$ cat src/rtl/rid_pkg.sv
package rid_pkg;
  typedef enum logic [1:0] {
    VT_NONE  = 2'd0,
    VT_EXACT = 2'd1,
    VT_BUSWIN = 2'd2,
    VT_RSVD  = 2'd3
  } valType_e;

  typedef enum logic [1:0] {
    FLT_NONE = 2'd0,
    FLT_ID   = 2'd1,
    FLT_BUS  = 2'd2,
    FLT_TYPE = 2'd3
  } fault_e;

  // strobes from control to datapath; at most one check strobe is active
  typedef struct packed {
    logic live;
    logic bypass;
    logic idCheck;
    logic busCheck;
    logic rsvd;
  } ctrlStrobes_t;
endpackage

$ cat src/rtl/rid_ctrl.sv
module rid_ctrl
  import rid_pkg::*;
#(
  parameter int TYPE_W = 2
) (
  input  logic              reqVld,
  input  logic [TYPE_W-1:0] valType,
  input  logic              checkOff,
  output ctrlStrobes_t      strobes
);
  always_comb begin
    strobes = '0;
    strobes.live = reqVld;
    if (reqVld) begin
      if (checkOff || valType == VT_NONE) begin
        strobes.bypass = 1'b1;
      end else begin
        unique case (valType)
          VT_EXACT:  strobes.idCheck  = 1'b1;
          VT_BUSWIN: strobes.busCheck = 1'b1;
          default:   strobes.rsvd     = 1'b1;
        endcase
      end
    end
  end
endmodule

$ cat src/rtl/rid_dp.sv
module rid_dp
  import rid_pkg::*;
#(
  parameter int ID_W    = 16,
  parameter int DEVFN_W = 8,
  parameter int FN_W    = 3,
  parameter int QUAL_W  = 2
) (
  input  logic              clk,
  input  logic              rstN,
  input  ctrlStrobes_t      strobes,
  input  logic [ID_W-1:0]   reqId,
  input  logic [QUAL_W-1:0] qualSel,
  input  logic [ID_W-1:0]   srcId,
  output logic              vldOut,
  output logic              passOut,
  output logic [1:0]        faultOut
);
  localparam int BUS_W = ID_W - DEVFN_W;

  logic [ID_W-1:0]  keepMask;
  logic             idMatch;
  logic [BUS_W-1:0] reqBus, firstBus, lastBus;
  logic             busInWin;
  fault_e           nextFault;

  // qualifier q drops the q highest function-number bits from the compare
  always_comb begin
    for (int i = 0; i < ID_W; i++) begin
      keepMask[i] = !((i < FN_W) && (i >= FN_W - int'(qualSel)));
    end
  end

  assign idMatch  = ((reqId ^ srcId) & keepMask) == '0;
  assign reqBus   = reqId[ID_W-1:DEVFN_W];
  assign firstBus = srcId[ID_W-1:DEVFN_W];
  assign lastBus  = srcId[BUS_W-1:0];
  assign busInWin = (reqBus >= firstBus) && (reqBus <= lastBus);

  always_comb begin
    nextFault = FLT_NONE;
    if (strobes.rsvd)                        nextFault = FLT_TYPE;
    else if (strobes.idCheck && !idMatch)    nextFault = FLT_ID;
    else if (strobes.busCheck && !busInWin)  nextFault = FLT_BUS;
  end

  always_ff @(posedge clk) begin
    if (!rstN) begin
      vldOut   <= 1'b0;
      passOut  <= 1'b0;
      faultOut <= 2'd0;
    end else begin
      vldOut   <= strobes.live;
      passOut  <= strobes.live && (nextFault == FLT_NONE);
      faultOut <= strobes.live ? nextFault : FLT_NONE;
    end
  end
endmodule

$ cat src/rtl/rid_validator.sv
module rid_validator
  import rid_pkg::*;
#(
  parameter int ID_W    = 16,
  parameter int DEVFN_W = 8,
  parameter int FN_W    = 3,
  parameter int TYPE_W  = 2,
  parameter int QUAL_W  = 2
) (
  input  logic              clk,
  input  logic              rstN,
  input  logic              reqVld,
  input  logic [ID_W-1:0]   reqId,
  input  logic [TYPE_W-1:0] valType,
  input  logic [QUAL_W-1:0] qualSel,
  input  logic [ID_W-1:0]   srcId,
  input  logic              checkOff,
  output logic              vldOut,
  output logic              passOut,
  output logic [1:0]        faultOut
);
  ctrlStrobes_t strobes;

  rid_ctrl #(.TYPE_W(TYPE_W)) u_ctrl (
    .reqVld(reqVld), .valType(valType), .checkOff(checkOff), .strobes(strobes)
  );

  rid_dp #(.ID_W(ID_W), .DEVFN_W(DEVFN_W), .FN_W(FN_W), .QUAL_W(QUAL_W)) u_dp (
    .clk(clk), .rstN(rstN), .strobes(strobes), .reqId(reqId), .qualSel(qualSel),
    .srcId(srcId), .vldOut(vldOut), .passOut(passOut), .faultOut(faultOut)
  );
endmodule

$ cat config.mk
export PLATFORM = sky130hd
export DESIGN_NAME = rid_validator
export DESIGN_NICKNAME = d
export VERILOG_FILES = /design/src/rtl/rid_pkg.sv /design/src/rtl/rid_ctrl.sv /design/src/rtl/rid_dp.sv /design/src/rtl/rid_validator.sv
export SDC_FILE = /design/constraint.sdc
export NUM_CORES = 1
export LEC_CHECK = 0
export CORE_AREA = 3 3 40 42
export DETAILED_ROUTE_END_ITERATION = 16
export DIE_AREA = 0 0 43 45
export DONT_BUFFER_PORTS = 1
export PLACE_DENSITY = 0.71
export SETUP_SLACK_MARGIN = 0.4
export SLEW_MARGIN = 5
export SYNTH_ARGS = -nofsm -noshare
export SYNTH_HDL_FRONTEND = slang
export SYNTH_SLANG_ARGS = --single-unit
$ cat constraint.sdc
create_clock -name clk -period 2 [get_ports clk]
set_input_delay 0.1 -clock clk [delete_from_list [all_inputs] [get_ports clk]]
set_output_delay 0.1 -clock clk [all_outputs]
set_load 0.01 [all_outputs]
==> out/results.ini, run 1 <==
[critical_path]
crit_buf_inv = 1
worstPathMaxFanout = 3
cp_cell_sequence = inv_12 > ha_4 > and4_4 > nand2_2 > or3_4 > o41ai_4 > o311ai_4 > a2111oi_2
cp_slowest_cell = or3_4
cp-start-kind = primary input
endpoint_kind = register
critical_path_arrival_ns = 1.78
critPathRequiredTime_ns = 2.13
critical-path-top-delay-family = compound AO/OA/AOI/OAI gates
crit_start = srcId[15]
critical-path-max-stage-delay_ns = 0.34
critical_path_class = in -> reg

[drt]
drt_wl_total_mm = 1.49
drt-pass1-iter-count = 4
wl_per_cell_um = 14.2
drt_iter0_drc = 9
via_per_inst = 5.93
drc_errors = 0
vias = 623
antenna_left = 0

[timing]
final_hold_viol_count = 0
maxSlewHeadroom_pct = 73.6
layout_min_cycle_time_ns = 1.65
fmax_ghz = 0.605
worstMarginPinSlew_ns = 0.386
min_period_over_period_pct = 82.7
worst_slack_ns = 0.347
rsz0062_at_grt = true
drv_slew = 0
fin_hold_ws_ns = 0.0791
setup_violations = 0
tns_ns = 0

[synthesis]
yosys_warnings = 0
synth.avg_cell_area_um2 = 8.26
netlist.area_leader.share_pct = 33.9
syn-num-nets = 144
async_reset_ff_share_pct = 0
netlist-cell-type-count = 25
synth_seq_cells = 4
synthCells = 85
synth_fa_ha_area_share_pct = 33.9
syn_area_um2 = 702
post-synth-top-area-cell = ha_1
synth_edf_count = 0
synth_compound_area_share_pct = 22.1
synthFlopType = dfxtp_1
yosys.area_share.xor_xnor_pct = 8.73
muxShareOfSynthArea_pct = 0
synth_simple_gate_area_share_pct = 14.3
synth_area_leaders = ha_1 (34%), dfxtp_1 (11%), inv_1 (9.6%)
yosysSeqAreaShare_pct = 11.4
synth_top_family_by_area = adder cells

[layout]
final_cell_mix = ha_1 (15), inv_1 (14), a21oi_1 (6), xnor2_1 (6)
final_common_cell = ha_1
n_antenna_cell = 0
area_growth_pct = 21.2
seqCellArea_um2 = 80.1
drive_above_1_share_pct = 20.0
final_nets = 151
multi_input_area_um2 = 627
fin_cells = 105
fill_cells = 113

[worst_hold_path]
hold_class = in -> reg
min-delay-start = reqVld

[global_route]
grt_overflow = 0
antenna_found_initial = 0
grt_pass1_wl_mm = 2.53
grt_pass1_vias = 656
track_usage_pct = 17.6
grt_start_max_net_pins = 5

[cts]
cts-buffers-inserted = 3
clkTransAtPathRegs_ns = 0.04
cts_tree = done
htreeDepth = 1
ctsLongestPathBuffers = 2
clock-sinks = 4
cts_root_buffer = clkbuf_4

[power]
powerDensity_nw_per_um2 = 378
p_leak_nw = 0.394
irDropWorstVdd_mv = 0.162
fin_total_pwr_w = 0.000321

[placement]
dp_hpwl_mm = 1.32
place_inst = 100
numPortBuffers = 0
place.gp.congestion = 0.725
dp_worst_setup_slack_ns = 0.128

[run]
drv_cap = 0

[floorplanning]
fp-row-count = 13
initial_core_util_pct = 54.6
die_y_um = 45
dieWidth_um = 43
io_pins = 44
die_area_um2 = 1940
core_area_um2 = 1280

[run_status]
outcome = finished, final reports clean

-- Yosys cell counts (2+ instances only) --
library cell  count
nor2_1            4
ha_1             19
nand4_1           3
nor2b_1           3
a21oi_1           6
dfxtp_1           4
nand3_1           2
o21ai_0           2
inv_1            18
xnor2_1           6
nand2_1           3
a211oi_1          2
-- through the flow --
stage	cell area, µm²	util, %
floorplan	777	-
global route	851	66.2
CTS	828	64.5
global placement	796	61.9
finish	851	66.2
detailed placement	796	61.9
-- logic make-up after synthesis --
group,after synthesis
XOR/XNOR,7
flip-flops,4
adder cells (fa/ha/maj),19
buffers and inverters,18
AND/OR/NAND/NOR,18
AO/OA/AOI/OAI,19
-- power by group --
| part | internal [W] | switching, W |
|---|---|---|
| Clock | 0.0000674 | 0.0000369 |
| Combinational | 0.0000670 | 0.0000621 |
| Sequential | 0.0000844 | 0.00000345 |
| Total | 0.000219 | 0.000102 |
-- registers in the layout (all words and copies together), names as in the netlist --
| name | count |
|---|---|
| u_dp.faultOut | 2 |
| u_dp.passOut | 1 |
| u_dp.vldOut | 1 |
-- routing by layer --
layer	GRT usage, %	up-vias	wire length, µm
met3	7.57	5	169
met5	0	-	0
li1	-	312	-
met1	17.8	268	576
met4	10.2	0	28
met2	30.5	38	717
-- what timing repair did --
action                                  in CTS  in global routing
resized for setup                            0                  3
endpoints found under the hold margin        2                  0
endpoints found under the setup margin       2                  2
hold buffers                                 1                  0
pin swaps                                    1                  1
setup buffers                                0                  1
-- area by class of cell --
type	count	area share [%]
multi-input combinational	63	73.7
inverter	18	10.0
sequential	4	9.41
clock buffer	3	2.65
tap	15	2.21
timing repair buffer	2	2.06
-- final timing paths --
kind,to,slack (ns),depth (start not counted)
worst min-delay path,u_dp.vldOut,0.08,2
worst max-delay path,u_dp.faultOut[1],0.35,8
No activity file was read; power rests on OpenSTA's default activity.
==> inputs of run 2 (changes only) <==
==> constraint.sdc (replaced) <==
create_clock -name clk -period 1.4 [get_ports clk]
set_input_delay 0.07 -clock clk [delete_from_list [all_inputs] [get_ports clk]]
set_output_delay 0.07 -clock clk [all_outputs]
set_load 0.01 [all_outputs]
==> run 2 against run 1 <==
Compared with the run above: the flow now finishes with violations (setup timing); die area unchanged; combinational power grew 44%; count of clock-buffer cells in the layout stayed put; sequential share of layout area shrank 0.22 points; sequential cell count is the same; core utilization grew 1.6 points; sequential power up 44%; via count shrank 0.64%; critical path depth is the same; wire length is 1.7% higher; largest power group unchanged; cell area grew 2.4%.
==> out/results.ini, run 2 (synthesized netlist as in run 1, its figures left out) <==
[timing]
fmax_ghz = 0.628
min_period_over_period_pct = 114
maxSlewHeadroom_pct = 78.8  ; was 73.6%
final_hold_viol_count = 0  ; unchanged
worstMarginPinSlew_ns = 0.317  ; was 0.386 ns
worst_slack_ns = -0.191  ; was 0.347 ns
drv_slew = 0  ; unchanged
rsz0062_at_grt = true  ; unchanged
layout_min_cycle_time_ns = 1.59
setup_violations = 3  ; was 0

[global_route]
antenna_found_initial = 0  ; unchanged
grt_pass1_vias = 681  ; was 656
grt_overflow = 0  ; unchanged
grt_pass1_wl_mm = 2.53  ; about the same
track_usage_pct = 17.2  ; was 17.6%
grt_start_max_net_pins = 5  ; unchanged

[critical_path]
endpoint_kind = register  ; unchanged
crit_buf_inv = 1  ; unchanged
worstPathMaxFanout = 2  ; was 3
critical-path-top-delay-family = compound AO/OA/AOI/OAI gates  ; unchanged
critical_path_arrival_ns = 1.72  ; was 1.78 ns
critPathRequiredTime_ns = 1.53  ; was 2.13 ns
critical-path-max-stage-delay_ns = 0.34  ; about the same
cp_slowest_cell = or3_4  ; unchanged
cp_cell_sequence = inv_12 > ha_4 > and4_1 > nand2_1 > or3_4 > o41ai_4 > o311ai_2 > a2111oi_2  ; was inv_12 > ha_4 > and4_4 > nand2_2 > or3_4 > o41ai_4 > o311ai_4 > a2111oi_2
cp-start-kind = primary input  ; unchanged
critical_path_class = in -> reg  ; unchanged

[run_status]
outcome = complete, but fails checks  ; was finished, final reports clean
violations = setup timing

[placement]
place.gp.congestion = 0.674  ; was 0.725
numPortBuffers = 0  ; unchanged
dp_hpwl_mm = 1.40  ; was 1.32 mm
place_inst = 103  ; was 100

[power]
fin_total_pwr_w = 0.000457  ; was 0.000321 W
pwr-share-seq_pct = 27.5  ; was 27.3%
internal_power_w = 0.000317  ; was 0.000219 W
power_frac_comb_pct = 40.7  ; was 40.2%
clkPwrFrac_pct = 31.8  ; was 32.5%
swShare_pct = 30.7  ; was 31.9%
irDropWorstVdd_mv = 0.343  ; was 0.162 mV
switching_power_w = 0.000140  ; was 0.000102 W
p_leak_nw = 0.411  ; was 0.394 nW
powerDensity_nw_per_um2 = 525  ; was 378 nW/µm²

[floorplanning]
die_area_um2 = 1940  ; unchanged
io_pins = 44  ; unchanged
initial_core_util_pct = 54.6  ; unchanged
fp-row-count = 13  ; unchanged
core_area_um2 = 1280  ; unchanged
dieWidth_um = 43  ; unchanged
die_y_um = 45  ; unchanged

[drt]
wl_per_cell_um = 13.9  ; was 14.2 µm
drt_iter0_drc = 2  ; was 9
via_per_inst = 5.68  ; was 5.93
antenna_left = 0  ; unchanged
vias = 619  ; was 623
drc_errors = 0  ; unchanged
drt-pass1-iter-count = 3  ; was 4
drt_wl_total_mm = 1.52  ; was 1.49 mm

[run]
drv_cap = 0  ; unchanged

[cts]
ctsLongestPathBuffers = 2  ; unchanged
cts_root_buffer = clkbuf_4  ; unchanged
cts-buffers-inserted = 3  ; unchanged
clkTransAtPathRegs_ns = 0.04  ; about the same
htreeDepth = 1  ; unchanged
cts_tree = done  ; unchanged
clock-sinks = 4  ; unchanged

[layout]
fin_cells = 109  ; was 105
final_common_cell = ha_1  ; unchanged
n_antenna_cell = 0  ; unchanged
top_register = u_dp.faultOut  ; unchanged
final_cell_mix = ha_1 (15), inv_1 (14), a21oi_1 (6), xnor2_1 (6)  ; unchanged
drive_above_1_share_pct = 21.3  ; was 20.0%
area_growth_pct = 24.1  ; was 21.2%
largest_reg_flops = 2  ; unchanged
final_nets = 155  ; was 151
reg.largest.list = u_dp.faultOut (2), u_dp.passOut (1), u_dp.vldOut (1)  ; unchanged

[worst_hold_path]
hold_class = in -> reg  ; unchanged

[run 2: routing by layer]
metal / global-route usage (%) / routed length (µm) / vias up / part of all wire [%]
li1: - / - / 320 / -
met1: 17.5 / 586 / 262 / 39
met2: 32.6 / 729 / 37 / 48
met3: 8.76 / 201 / 0 / 13
met4: 1.81 / 0 / 0 / 0
met5: 0 / 0 / - / 0
[run 2: power groups by stage]
stage	clock network [W]	registers, W	logic [W]
finish	0.000146	0.000126	0.000186
global route	0.000163	0.000126	0.000216
floorplan	0	0.000127	0.000140
global placement	0	0.000127	0.000172
detailed placement	0	0.000128	0.000180
CTS	0.000150	0.000126	0.000189
[run 2: final timing paths]
check,from,endpoint,slack (ns),cells past startpoint
max,srcId[15],u_dp.faultOut[1],-0.19,8
min,reqVld,u_dp.vldOut,0.05,2
[run 2: repair_timing]
action,CTS,global route
setup endpoints to repair,3,3
endpoints found under the hold margin,2,0
buffers inserted,2,0
hold buffers,1,0
gates resized for setup,2,0
pin swaps,2,1
[run 2: final cells by class]
cell class	instances	area (µm²)
clock buffers	3	22.5
fillers	109	414
inverters	18	85.1
multi-input cells	63	613
flip-flops and latches	4	80.1
well taps	15	18.8
repair buffers	6	51.3
[run 2: per-stage QoR]
| stage | setup WS [ns] | cell area (µm²) | utilization [%] | TNS [ns] | hold slack (ns) |
|---|---|---|---|---|---|
| after floorplan | -0.327 | 777 | - | -0.667 | 0.139 |
| after global placement | -0.355 | 818 | 63.7 | -0.847 | 0.141 |
| after detailed placement | -0.448 | 818 | 63.7 | -1.03 | 0.145 |
| after CTS | -0.190 | 871 | 67.8 | -0.313 | 0.0373 |
| after global routing | -0.267 | 871 | 67.8 | -0.486 | 0.0732 |
| final | -0.191 | 871 | 67.8 | -0.343 | 0.0522 |
==> inputs of run 3 (changes only) <==
--- a/config.mk
+++ b/config.mk
@@ -9,7 +9,7 @@
 export DETAILED_ROUTE_END_ITERATION = 16
 export DIE_AREA = 0 0 43 45
 export DONT_BUFFER_PORTS = 1
-export PLACE_DENSITY = 0.71
+export PLACE_DENSITY = 0.68
 export SETUP_SLACK_MARGIN = 0.4
 export SLEW_MARGIN = 5
 export SYNTH_ARGS = -nofsm -noshare
==> constraint.sdc (replaced) <==
create_clock -name clk -period 1.8 [get_ports clk]
set_input_delay 0.09 -clock clk [delete_from_list [all_inputs] [get_ports clk]]
set_output_delay 0.09 -clock clk [all_outputs]
set_load 0.01 [all_outputs]
==> run 3 against run 2 <==
Compared with the run above: the flow now finishes without violations; count of clock-buffer cells in the layout unchanged; wire length increased by 1.7%; power decreased by 23%; setup slack improved by 0.41 ns; die area unchanged; largest cell class unchanged.
==> out/results.ini, run 3 (synthesized netlist as in run 1, its figures left out) <==
[floorplanning]
fp-row-count = 13  ; unchanged
die_y_um = 45  ; unchanged
io_pins = 44  ; unchanged
dieWidth_um = 43  ; unchanged
initial_core_util_pct = 54.6  ; unchanged
core_area_um2 = 1280  ; unchanged
die_area_um2 = 1940  ; unchanged

[power]
clkPwrFrac_pct = 30.8  ; was 31.8%
pwr-share-seq_pct = 27.8  ; was 27.5%
fin_total_pwr_w = 0.000351  ; was 0.000457 W
internal_power_w = 0.000246  ; was 0.000317 W
swShare_pct = 30.0  ; was 30.7%
power_frac_comb_pct = 41.4  ; was 40.7%
irDropWorstVdd_mv = 0.262  ; was 0.343 mV
switching_power_w = 0.000105  ; was 0.000140 W
powerDensity_nw_per_um2 = 406  ; was 525 nW/µm²
p_leak_nw = 0.406  ; was 0.411 nW

[drt]
via_per_inst = 5.90  ; was 5.68
antenna_left = 0  ; unchanged
drt_iter0_drc = 19  ; was 2
wl_per_cell_um = 14.3  ; was 13.9 µm
drt-pass1-iter-count = 4  ; was 3
drt_wl_total_mm = 1.54  ; was 1.52 mm
drc_errors = 0  ; unchanged
vias = 637  ; was 619

[cts]
cts_tree = done  ; unchanged
cts-buffers-inserted = 3  ; unchanged
htreeDepth = 1  ; unchanged
cts_root_buffer = clkbuf_4  ; unchanged
clkTransAtPathRegs_ns = 0.04  ; about the same
ctsLongestPathBuffers = 2  ; unchanged
clock-sinks = 4  ; unchanged

[placement]
place.gp.congestion = 0.703  ; was 0.674
place_inst = 101  ; was 103
dp_hpwl_mm = 1.36  ; was 1.40 mm
numPortBuffers = 0  ; unchanged
dp_worst_setup_slack_ns = -0.0152  ; was -0.448 ns

[global_route]
grtUsageMet1_pct = 16.8  ; was 17.5%
use_met3_pct = 7.97  ; was 8.76%
grt_overflow = 0  ; unchanged
grt_pass1_vias = 626  ; was 681
use_met2_pct = 29.3  ; was 32.6%
grt_start_max_net_pins = 5  ; unchanged
grt_pass1_wl_mm = 2.35  ; was 2.53 mm
antenna_found_initial = 0  ; unchanged
track_usage_pct = 16.1  ; was 17.2%
busiest_layer = met2  ; unchanged

[critical_path]
endpoint_kind = register  ; unchanged
critical_path_arrival_ns = 1.76  ; was 1.72 ns
critical_path_class = in -> reg  ; unchanged
worstPathMaxFanout = 2  ; unchanged
critPathRequiredTime_ns = 1.97  ; was 1.53 ns
cp-start-kind = primary input  ; unchanged

[timing]
maxSlewHeadroom_pct = 72.1  ; was 78.8%
fin_hold_ws_ns = 0.0810  ; was 0.0522 ns
worstMarginPinSlew_ns = 0.407  ; was 0.317 ns
worst_slack_ns = 0.217  ; was -0.191 ns
final_hold_viol_count = 0  ; unchanged
setup_violations = 0  ; was 3
tns_ns = 0  ; was -0.343 ns
drv_slew = 0  ; unchanged
fmax_ghz = 0.632
min_period_over_period_pct = 88.0
layout_min_cycle_time_ns = 1.58
rsz0062_at_grt = true  ; unchanged

[layout]
final_common_cell = ha_1  ; unchanged
area_growth_pct = 23.0  ; was 24.1%
fin_cells = 108  ; was 109
reg.largest.list = u_dp.faultOut (2), u_dp.passOut (1), u_dp.vldOut (1)  ; unchanged
drive_above_1_share_pct = 22.6  ; was 21.3%
largest_reg_flops = 2  ; unchanged
final_cell_mix = ha_1 (15), inv_1 (14), a21oi_1 (6), xnor2_1 (6)  ; unchanged
n_antenna_cell = 0  ; unchanged
final_nets = 154  ; was 155
top_register = u_dp.faultOut  ; unchanged

[run]
drv_cap = 0  ; unchanged

[worst_hold_path]
hold_class = in -> reg  ; unchanged

[run_status]
outcome = finished, final reports clean  ; was complete, but fails checks

run 3: cell count changes in the layout (fill, tap and decap cells not counted), sizes merged:
cell	change
buf	-1
run 3: metrics by stage:
step | utilization, % | area [µm²]
2_1_floorplan | - | 777
3_3_place_gp | 62.5 | 803
3_5_place_dp | 62.5 | 803
4_1_cts | 65.6 | 843
5_1_grt | 67.2 | 863
6_report | 67.2 | 863
run 3: power groups by stage:
stage | sequential (W) | combinational (W) | clock [W]
after floorplan | 0.0000986 | 0.000109 | 0
after global placement | 0.0000992 | 0.000130 | 0
after detailed placement | 0.0000991 | 0.000134 | 0
after CTS | 0.0000978 | 0.000138 | 0.000110
after global routing | 0.0000979 | 0.000167 | 0.000118
final | 0.0000977 | 0.000145 | 0.000108
run 3: cell type report:
type	instances	area (µm²)
Sequential cell	4	80.1
Timing Repair Buffer	5	40.0
Clock buffer	3	22.5
Multi-Input combinational cell	63	617
Tap cell	15	18.8
Inverter	18	85.1
Fill cell	108	422
run 3: path summary, 6_finish.rpt:
| path | slack (ns) | depth (start not counted) | end | startpoint |
|---|---|---|---|---|
| setup / recovery | 0.22 | 9 | u_dp.passOut | srcId[15] |
| hold / removal | 0.08 | 3 | u_dp.passOut | checkOff |
run 3: metal layers:
metal	vias up	part of all wire, %
li1	319	-
met1	279	36
met2	39	50
met3	0	15
met4	0	0
met5	-	0
run 3: worst max-delay path: stages:
cell,delay [ns]
inv_12,0.01
ha_4,0.24
and4_4,0.23
nand2_2,0.06
buf_4,0.13
buf_4,0.12
o311a_1,0.30
o311ai_2,0.35
a41o_1,0.22
run 3: what timing repair did:
item                       in CTS  in global routing
gates cloned                    0                  0
setup endpoints to repair       2                  3
hold endpoints to repair        2                  0
hold buffers                    1                  0
pin swaps                       2                  2
gates resized for setup         0                  2
setup buffers                   1                  2
